<file path="config.mk">
export PLATFORM = sky130hd
export DESIGN_NAME = dax_xlate
export DESIGN_NICKNAME = d
export VERILOG_FILES = /design/src/rtl/dax_pkg.sv /design/src/rtl/dax_bcd_decode.sv /design/src/rtl/dax_load_unit.sv /design/src/rtl/dax_bcd_counter.sv /design/src/rtl/dax_xlate.sv
export SDC_FILE = /design/constraint.sdc
export NUM_CORES = 1
export LEC_CHECK = 0
export CORE_UTILIZATION = 50
export DETAILED_ROUTE_END_ITERATION = 8
export GPL_TIMING_DRIVEN = 0
export PLACE_DENSITY = 0.75
export SLEW_MARGIN = 20
export SYNTH_ARGS = -nofsm -noshare
export SYNTH_HDL_FRONTEND = slang
export SYNTH_SLANG_ARGS = --single-unit
</file>
<file path="constraint.sdc">
create_clock -name clk -period 5.1 [get_ports clk]
set_input_delay 1.02 -clock clk [delete_from_list [all_inputs] [get_ports clk]]
set_output_delay 1.02 -clock clk [all_outputs]
set_load 0.005 [all_outputs]
</file>
<file path="src/rtl/dax_pkg.sv">
package dax_pkg;
  typedef enum logic [1:0] {
    PH_IDLE = 2'd0,
    PH_TRK  = 2'd1,
    PH_SEC  = 2'd2
  } phase_t;

  function automatic int unsigned ndigits(input int unsigned field_w);
    return (field_w + 3) / 4;
  endfunction
endpackage

</file>
<file path="src/rtl/dax_bcd_decode.sv">
module dax_bcd_decode #(
  parameter int FIELD_W = 8,
  parameter int VAL_W   = 8
) (
  input  logic [FIELD_W-1:0] code,
  output logic [VAL_W-1:0]   value,
  output logic               digits_ok
);
  localparam int NDIG = dax_pkg::ndigits(FIELD_W);

  logic [4*NDIG-1:0]  padded;
  logic [NDIG-1:0]    dig_ok;
  logic [VAL_W-1:0]   dig_val [NDIG];

  assign padded = (4*NDIG)'(code);

  for (genvar g = 0; g < NDIG; g++) begin : g_digit
    localparam int unsigned WEIGHT = 10 ** g;
    assign dig_ok[g]  = (padded[4*g +: 4] < 4'd10);
    assign dig_val[g] = VAL_W'(padded[4*g +: 4]) * VAL_W'(WEIGHT);
  end

  always_comb begin
    value = '0;
    for (int i = 0; i < NDIG; i++) value = value + dig_val[i];
  end

  assign digits_ok = &dig_ok;
endmodule

</file>
<file path="src/rtl/dax_load_unit.sv">
module dax_load_unit #(
  parameter int WPS     = 64,
  parameter int SPT     = 80,
  parameter int NTRK    = 200,
  parameter int TRK_W   = 9,
  parameter int SEC_W   = 8,
  parameter int ADDR_W  = 20
) (
  input  logic [TRK_W-1:0]  trk_code,
  input  logic [SEC_W-1:0]  sec_code,
  output logic              ok,
  output logic [ADDR_W-1:0] lin
);
  localparam int TV_W = 4 * dax_pkg::ndigits(TRK_W);
  localparam int SV_W = 4 * dax_pkg::ndigits(SEC_W);

  logic [TV_W-1:0] trk_val;
  logic [SV_W-1:0] sec_val;
  logic            trk_dig_ok, sec_dig_ok;

  dax_bcd_decode #(.FIELD_W(TRK_W), .VAL_W(TV_W)) u_trk (
    .code(trk_code), .value(trk_val), .digits_ok(trk_dig_ok));
  dax_bcd_decode #(.FIELD_W(SEC_W), .VAL_W(SV_W)) u_sec (
    .code(sec_code), .value(sec_val), .digits_ok(sec_dig_ok));

  assign ok = trk_dig_ok && sec_dig_ok &&
              (trk_val < TV_W'(NTRK)) && (sec_val < SV_W'(SPT));

  assign lin = ((ADDR_W'(trk_val) * ADDR_W'(SPT)) + ADDR_W'(sec_val)) * ADDR_W'(WPS);
endmodule

</file>
<file path="src/rtl/dax_bcd_counter.sv">
module dax_bcd_counter #(
  parameter int FIELD_W = 8
) (
  input  logic               clk,
  input  logic               rst,
  input  logic               clr,
  input  logic               inc,
  output logic [FIELD_W-1:0] q
);
  localparam int NDIG = dax_pkg::ndigits(FIELD_W);

  logic [3:0]      dig [NDIG];
  logic [NDIG:0]   carry;
  logic [4*NDIG-1:0] flat;

  assign carry[0] = inc;

  for (genvar g = 0; g < NDIG; g++) begin : g_digit
    assign carry[g+1]      = carry[g] && (dig[g] == 4'd9);
    assign flat[4*g +: 4]  = dig[g];

    always_ff @(posedge clk) begin
      if (rst || clr)    dig[g] <= 4'd0;
      else if (carry[g]) dig[g] <= (dig[g] == 4'd9) ? 4'd0 : dig[g] + 4'd1;
    end

    p_digit_range_r6: assert property (@(posedge clk) disable iff (rst)
      dig[g] <= 4'd9);
  end

  logic unused_carry;
  assign unused_carry = carry[NDIG] ^ (^flat);
  assign q = flat[FIELD_W-1:0];
endmodule

</file>
<file path="src/rtl/dax_xlate.sv">
module dax_xlate #(
  parameter int WPS    = 64,
  parameter int SPT    = 80,
  parameter int NTRK   = 200,
  parameter int TRK_W  = 9,
  parameter int SEC_W  = 8,
  parameter int WORD_W = 18,
  parameter int ADDR_W = $clog2(NTRK * SPT * WPS)
) (
  input  logic              clk,
  input  logic              rst,
  input  logic              load_req,
  input  logic [WORD_W-1:0] load_word,
  input  logic              read_req,
  output logic              busy,
  output logic              done,
  output logic              ill_addr,
  output logic [ADDR_W-1:0] lin_addr,
  output logic [WORD_W-1:0] bcd_word
);
  import dax_pkg::*;

  localparam int WPT     = WPS * SPT;
  localparam int TRK_LSB = SEC_W;

  phase_t            phase;
  logic [ADDR_W-1:0] rem;
  logic              ld_ok;
  logic [ADDR_W-1:0] ld_lin;
  logic              idle, acc_load, acc_read, trk_step, sec_step;
  logic [TRK_W-1:0]  trk_bcd;
  logic [SEC_W-1:0]  sec_bcd;
  logic [WORD_W-1:0] word_next;

  logic unused_hi;
  assign unused_hi = ^load_word[WORD_W-1:TRK_LSB+TRK_W];

  dax_load_unit #(.WPS(WPS), .SPT(SPT), .NTRK(NTRK), .TRK_W(TRK_W),
                  .SEC_W(SEC_W), .ADDR_W(ADDR_W)) u_load (
    .trk_code(load_word[TRK_LSB +: TRK_W]),
    .sec_code(load_word[SEC_W-1:0]),
    .ok(ld_ok), .lin(ld_lin));

  assign idle     = (phase == PH_IDLE);
  assign acc_load = idle && load_req;
  assign acc_read = idle && read_req && !load_req;
  assign trk_step = (phase == PH_TRK) && (rem >= ADDR_W'(WPT));
  assign sec_step = (phase == PH_SEC) && (rem >= ADDR_W'(WPS));

  dax_bcd_counter #(.FIELD_W(TRK_W)) u_trk_cnt (
    .clk(clk), .rst(rst), .clr(acc_read), .inc(trk_step), .q(trk_bcd));
  dax_bcd_counter #(.FIELD_W(SEC_W)) u_sec_cnt (
    .clk(clk), .rst(rst), .clr(acc_read), .inc(sec_step), .q(sec_bcd));

  always_comb begin
    word_next = '0;
    word_next[TRK_LSB +: TRK_W] = trk_bcd;
    word_next[SEC_W-1:0]        = sec_bcd;
  end

  always_ff @(posedge clk) begin
    if (rst) begin
      phase    <= PH_IDLE;
      rem      <= '0;
      done     <= 1'b0;
      ill_addr <= 1'b0;
      lin_addr <= '0;
      bcd_word <= '0;
    end else begin
      done <= 1'b0;
      unique case (phase)
        PH_IDLE: begin
          if (acc_load) begin
            done     <= 1'b1;
            ill_addr <= !ld_ok;
            if (ld_ok) lin_addr <= ld_lin;
          end else if (acc_read) begin
            rem   <= lin_addr;
            phase <= PH_TRK;
          end
        end
        PH_TRK: begin
          if (trk_step) rem <= rem - ADDR_W'(WPT);
          else          phase <= PH_SEC;
        end
        PH_SEC: begin
          if (sec_step) rem <= rem - ADDR_W'(WPS);
          else begin
            phase    <= PH_IDLE;
            done     <= 1'b1;
            bcd_word <= word_next;
          end
        end
        default: phase <= PH_IDLE;
      endcase
    end
  end

  assign busy = !idle;

  p_good_load_r2: assert property (@(posedge clk) disable iff (rst)
    (idle && load_req && ld_ok) |=> (done && !ill_addr && lin_addr == $past(ld_lin)));
  p_bad_load_keeps_r3: assert property (@(posedge clk) disable iff (rst)
    (idle && load_req && !ld_ok) |=> (done && ill_addr && $stable(lin_addr)));
  p_sec_below_track_r6: assert property (@(posedge clk) disable iff (rst)
    (phase == PH_SEC) |-> (rem < ADDR_W'(WPT)));
  p_read_ends_done_r7: assert property (@(posedge clk) disable iff (rst)
    $fell(busy) |-> done);
  p_hold_while_busy_r8: assert property (@(posedge clk) disable iff (rst)
    busy |=> ($stable(lin_addr) && $stable(ill_addr)));
  p_load_wins_r9: assert property (@(posedge clk) disable iff (rst)
    (idle && load_req && read_req) |=> !busy);
endmodule

</file>
==> flow_results.org <==
** Cells and area
- 0 antenna diodes ended up in the layout.
- From synthesis to final layout, the design area changed by 21.5%.
- Total Nets Final :: 746
- The layout has 876 filler cells.
- Register Area :: 1580 µm²
- In the final layout, the share of cells above drive strength 1 is 0.0872.
- The multi-input combinational cells in the finished layout cover a total of 3320 µm².
- Non-filler cells, final :: 798

** Placed design
- Total instance count after detailed placement :: 777
- Detailed placement ended at an HPWL of 9350 µm.
- At the placement stage, the worst setup path has a slack of -961 ps.
- Final weighted congestion in routability-driven placement :: 0.924
- Count of input and output buffers :: 54

** Floorplanning
- Initial core utilization :: 0.517
- The die covers 10,600 µm².
- Die Y :: 103 µm
- Area inside the core boundary :: 9820 µm²
- Rows :: 36
- I/O pin count :: 63
- The die is 103 µm wide.

** Setup path
- In this design, the largest share of critical-path delay is due to adder cells.
- Worst Path Buf+Inv :: 1
- CP Data Arrival Time :: 5190 ps
- The signal on the critical path passes through dlygate4sd2_1 > ha_1 > ha_2 > fa_1 > xor2_1 > ha_1 > ha_4 > nand2_1 > o31ai_2 > xor2_1 > ha_1 > ha_4 > nor3b_1 > a311o_1 > a311oi_2 > and4_1 > o2111ai_2 > a21oi_1.
- Most frequent CP cell :: ha_1
- At the worst endpoint, the required time is 5380 ps.
- Among all stages on the critical path, the largest delay is contributed by fa_1.
- Crit Path Category :: in2reg
- The largest single stage delay on the critical path is 370 ps.
- Sort of element at the end of the critical path :: register
- Critical path startpoint category :: input pin
- Of all nets on the critical path, the largest fanout is 5.

** Synthesis
- Yosys printed 0 warnings.
- Average size of a mapped cell :: 8.69 µm²
- Synth cell count leaders :: nor2_1, ha_1, dfxtp_1
- The number of different library cells used by synthesis comes to 65.
- The synthesized design contains 20 enable-type register cells.
- After synthesis the netlist holds a flip-flop and latch count of 69.
- Top FF cell, synth :: dfxtp_1
- Among all cell types in the netlist, the one instantiated most often is nor2_1.
- Share of synthesized flip-flops with an asynchronous set or reset :: 0
- Of the post-synthesis cell area, the dominant cell type holds 0.193.
- Summed over all instances, the cell type with the most area after synthesis is dfxtp_1.
- Fraction of the yosys area taken by sequential cells :: 0.312
- Yosys attributes the largest share of cell area to dfxtp_1, ha_1, edfxtp_1.
- Area of the mapped netlist :: 5070 µm²
- Mapped Cells :: 584

** Flow run
- Max-cap violations in this run came to 0.

** Routing
- The first routing iteration left 198 violations.
- Mean number of vias per cell :: 5.69
- Summing over every cut layer, the via total after detailed routing is 4,540.
- After detailed routing, the average wire length per cell comes to 15.3 µm.
- DRC viols :: 0
- Detail Route Antenna Nets :: 0
- The first detailed-routing pass ran for 5 iterations.
- Summed over all layers, the routed wires come to 12,200 µm.

** STA
- Rel. slew slack :: 0.343
- The max-slew violation count is 0.
- Worst setup margin :: 185 ps
- Final period util :: 0.964
- The clock period could shrink to 4910 ps.
- The total count of hold-check failures in the final report came to 0.
- For the pin with the worst max-slew slack, the measured transition is 977 ps.
- On the final layout, the worst clock skew is 11.9 ps.
- Setup Viol. Count Final :: 0
- For this run, the top clock speed supported by timing is 0.203 GHz.
- RSZ-0062 raised after global routing :: false

** Clocking
- CTS tree :: built
- Latest clock arrival within the worst-skew pair :: 350 ps
- H-tree depth reported by CTS :: 3
- Clock-pin slew was measured on the worst setup and hold paths at 80 ps.
- Clock root buffer :: clkbuf_8
- Total number of clock tree sinks :: 69
- No sink is reached through more buffers than the 2 on the longest clock path.
- For this design, the CTS-stage hold fixing added 0 buffers.
- CTS Buf Count :: 9

** Power
- The analysis attributes to cell leakage a power of 0.00250 µW.
- Net switching component of the power :: 1340 µW
- The share of total power dissipated in combinational logic is 0.585.
- Of the total power, the share spent switching nets is 0.439.
- Sequential share of power :: 0.244
- VDD IR max :: 0.000470 V
- Power spread over the standard cell area amounts to 493 nW/µm².
- Internal Power :: 1710 µW
- Of the total power, the clock network draws 0.171.

** Global route
- Number of antenna violations at the first check in global routing :: 0
- Entering global routing, the biggest net connects 14 pins.
- The first global-routing pass estimated 19,900 µm of wire.
- Across every metal layer, demand over resource in global routing totals 0.239.
- Global routing finished with a remaining overflow of 0.
- The number of global-route vias before repair was 4,312.

** Run status
- Outcome :: complete, no violations

** Worst hold path
- The tightest min-delay check is of the reg2reg type.
flip-flops by register name, summed over array words and instances (netlist names):
| register | count |
|---|---|
| done | 1 |
| phase | 2 |
| u_trk_cnt.dig | 12 |
| u_sec_cnt.dig | 8 |
| lin_addr | 14 |
| bcd_word | 17 |
| rem | 14 |
| ill_addr | 1 |
layout make-up:
cell class	instances	area share
multi-input cells	448	0.538
flip-flops and latches	69	0.256
repair buffers	59	0.0923
well taps	133	0.0270
inverters	41	0.0250
plain buffers	32	0.0243
clock buffers	10	0.0223
clock inverters	6	0.0150
cell families (layout without fill, tap and decap cells):
group           after synthesis  in the layout  synth area share
other cells                   1              7          0.000739
simple gates                179            179             0.177
xor+xnor                     36             36            0.0621
mux                          17             17            0.0335
fa+ha+maj                    64             64             0.168
buf+inv                      73            148            0.0599
compound gates              145            145             0.187
flops                        69             69             0.312
what timing repair did:
item,4_1_cts,5_1_grt
gates resized for setup,15,12
endpoints found under the setup margin,3,3
pin swaps,9,14
setup buffers,1,4
power by group through the flow:
| stage | Clock [µW] | Sequential [µW] | Combinational (µW) |
|---|---|---|---|
| after floorplan | 0 | 731 | 1230 |
| after global placement | 0 | 746 | 1550 |
| after detailed placement | 0 | 751 | 1600 |
| after CTS | 521 | 739 | 1700 |
| after global routing | 546 | 753 | 1980 |
| final | 521 | 742 | 1780 |
per-layer routing:
layer / part of all wire / track usage / wire, µm / up-vias
met5: 0 / 0 / 0 / -
met4: 0.019 / 0.0737 / 232 / 0
met3: 0.046 / 0.0380 / 564 / 21
met2: 0.49 / 0.411 / 6050 / 114
met1: 0.44 / 0.310 / 5390 / 2156
li1: - / - / - / 2249
cell usage in the layout, fill, tap and decap left out, drive strengths merged, types with 17 or more instances in the layout:
master         synthesis  routed
a21oi                 46      46
clkbuf                21      33
clkdlybuf4s50          0      50
dfxtp                 49      49
edfxtp                20      20
ha                    57      57
inv                   41      43
mux2i                 17      17
nand2                 26      26
nor2                  70      70
o21ai                 19      19
xnor2                 20      20
tightest hold or removal path, stage by stage (launching register included):
cell,delay (ps)
dfxtp_1,340
a21oi_1,60
nor2_1,70
metrics by stage:
step	TNS [ps]	util	total power [µW]	hold WS (ps)	cell area, µm²
after floorplan	0	-	1960	470	5100
after global placement	-2170	0.591	2300	473	5800
after detailed placement	-2630	0.591	2350	476	5800
after CTS	0	0.623	2960	495	6120
after global routing	0	0.628	3280	523	6170
final	0	0.628	3040	497	6170
final timing paths:
kind,from,end,slack [ps],depth (start not counted)
setup / recovery,load_word[14],lin_addr[18]$_SDFFE_PP0P_,190,18
hold / removal,bcd_word[9]$_SDFFE_PP0P_,bcd_word[9]$_SDFFE_PP0P_,500,2
setup reg to reg,rem[6]$_SDFFE_PP0P_,rem[18]$_SDFFE_PP0P_,2370,9
hold reg to reg,bcd_word[9]$_SDFFE_PP0P_,bcd_word[9]$_SDFFE_PP0P_,500,2
No activity file was read; power rests on OpenSTA's default activity.
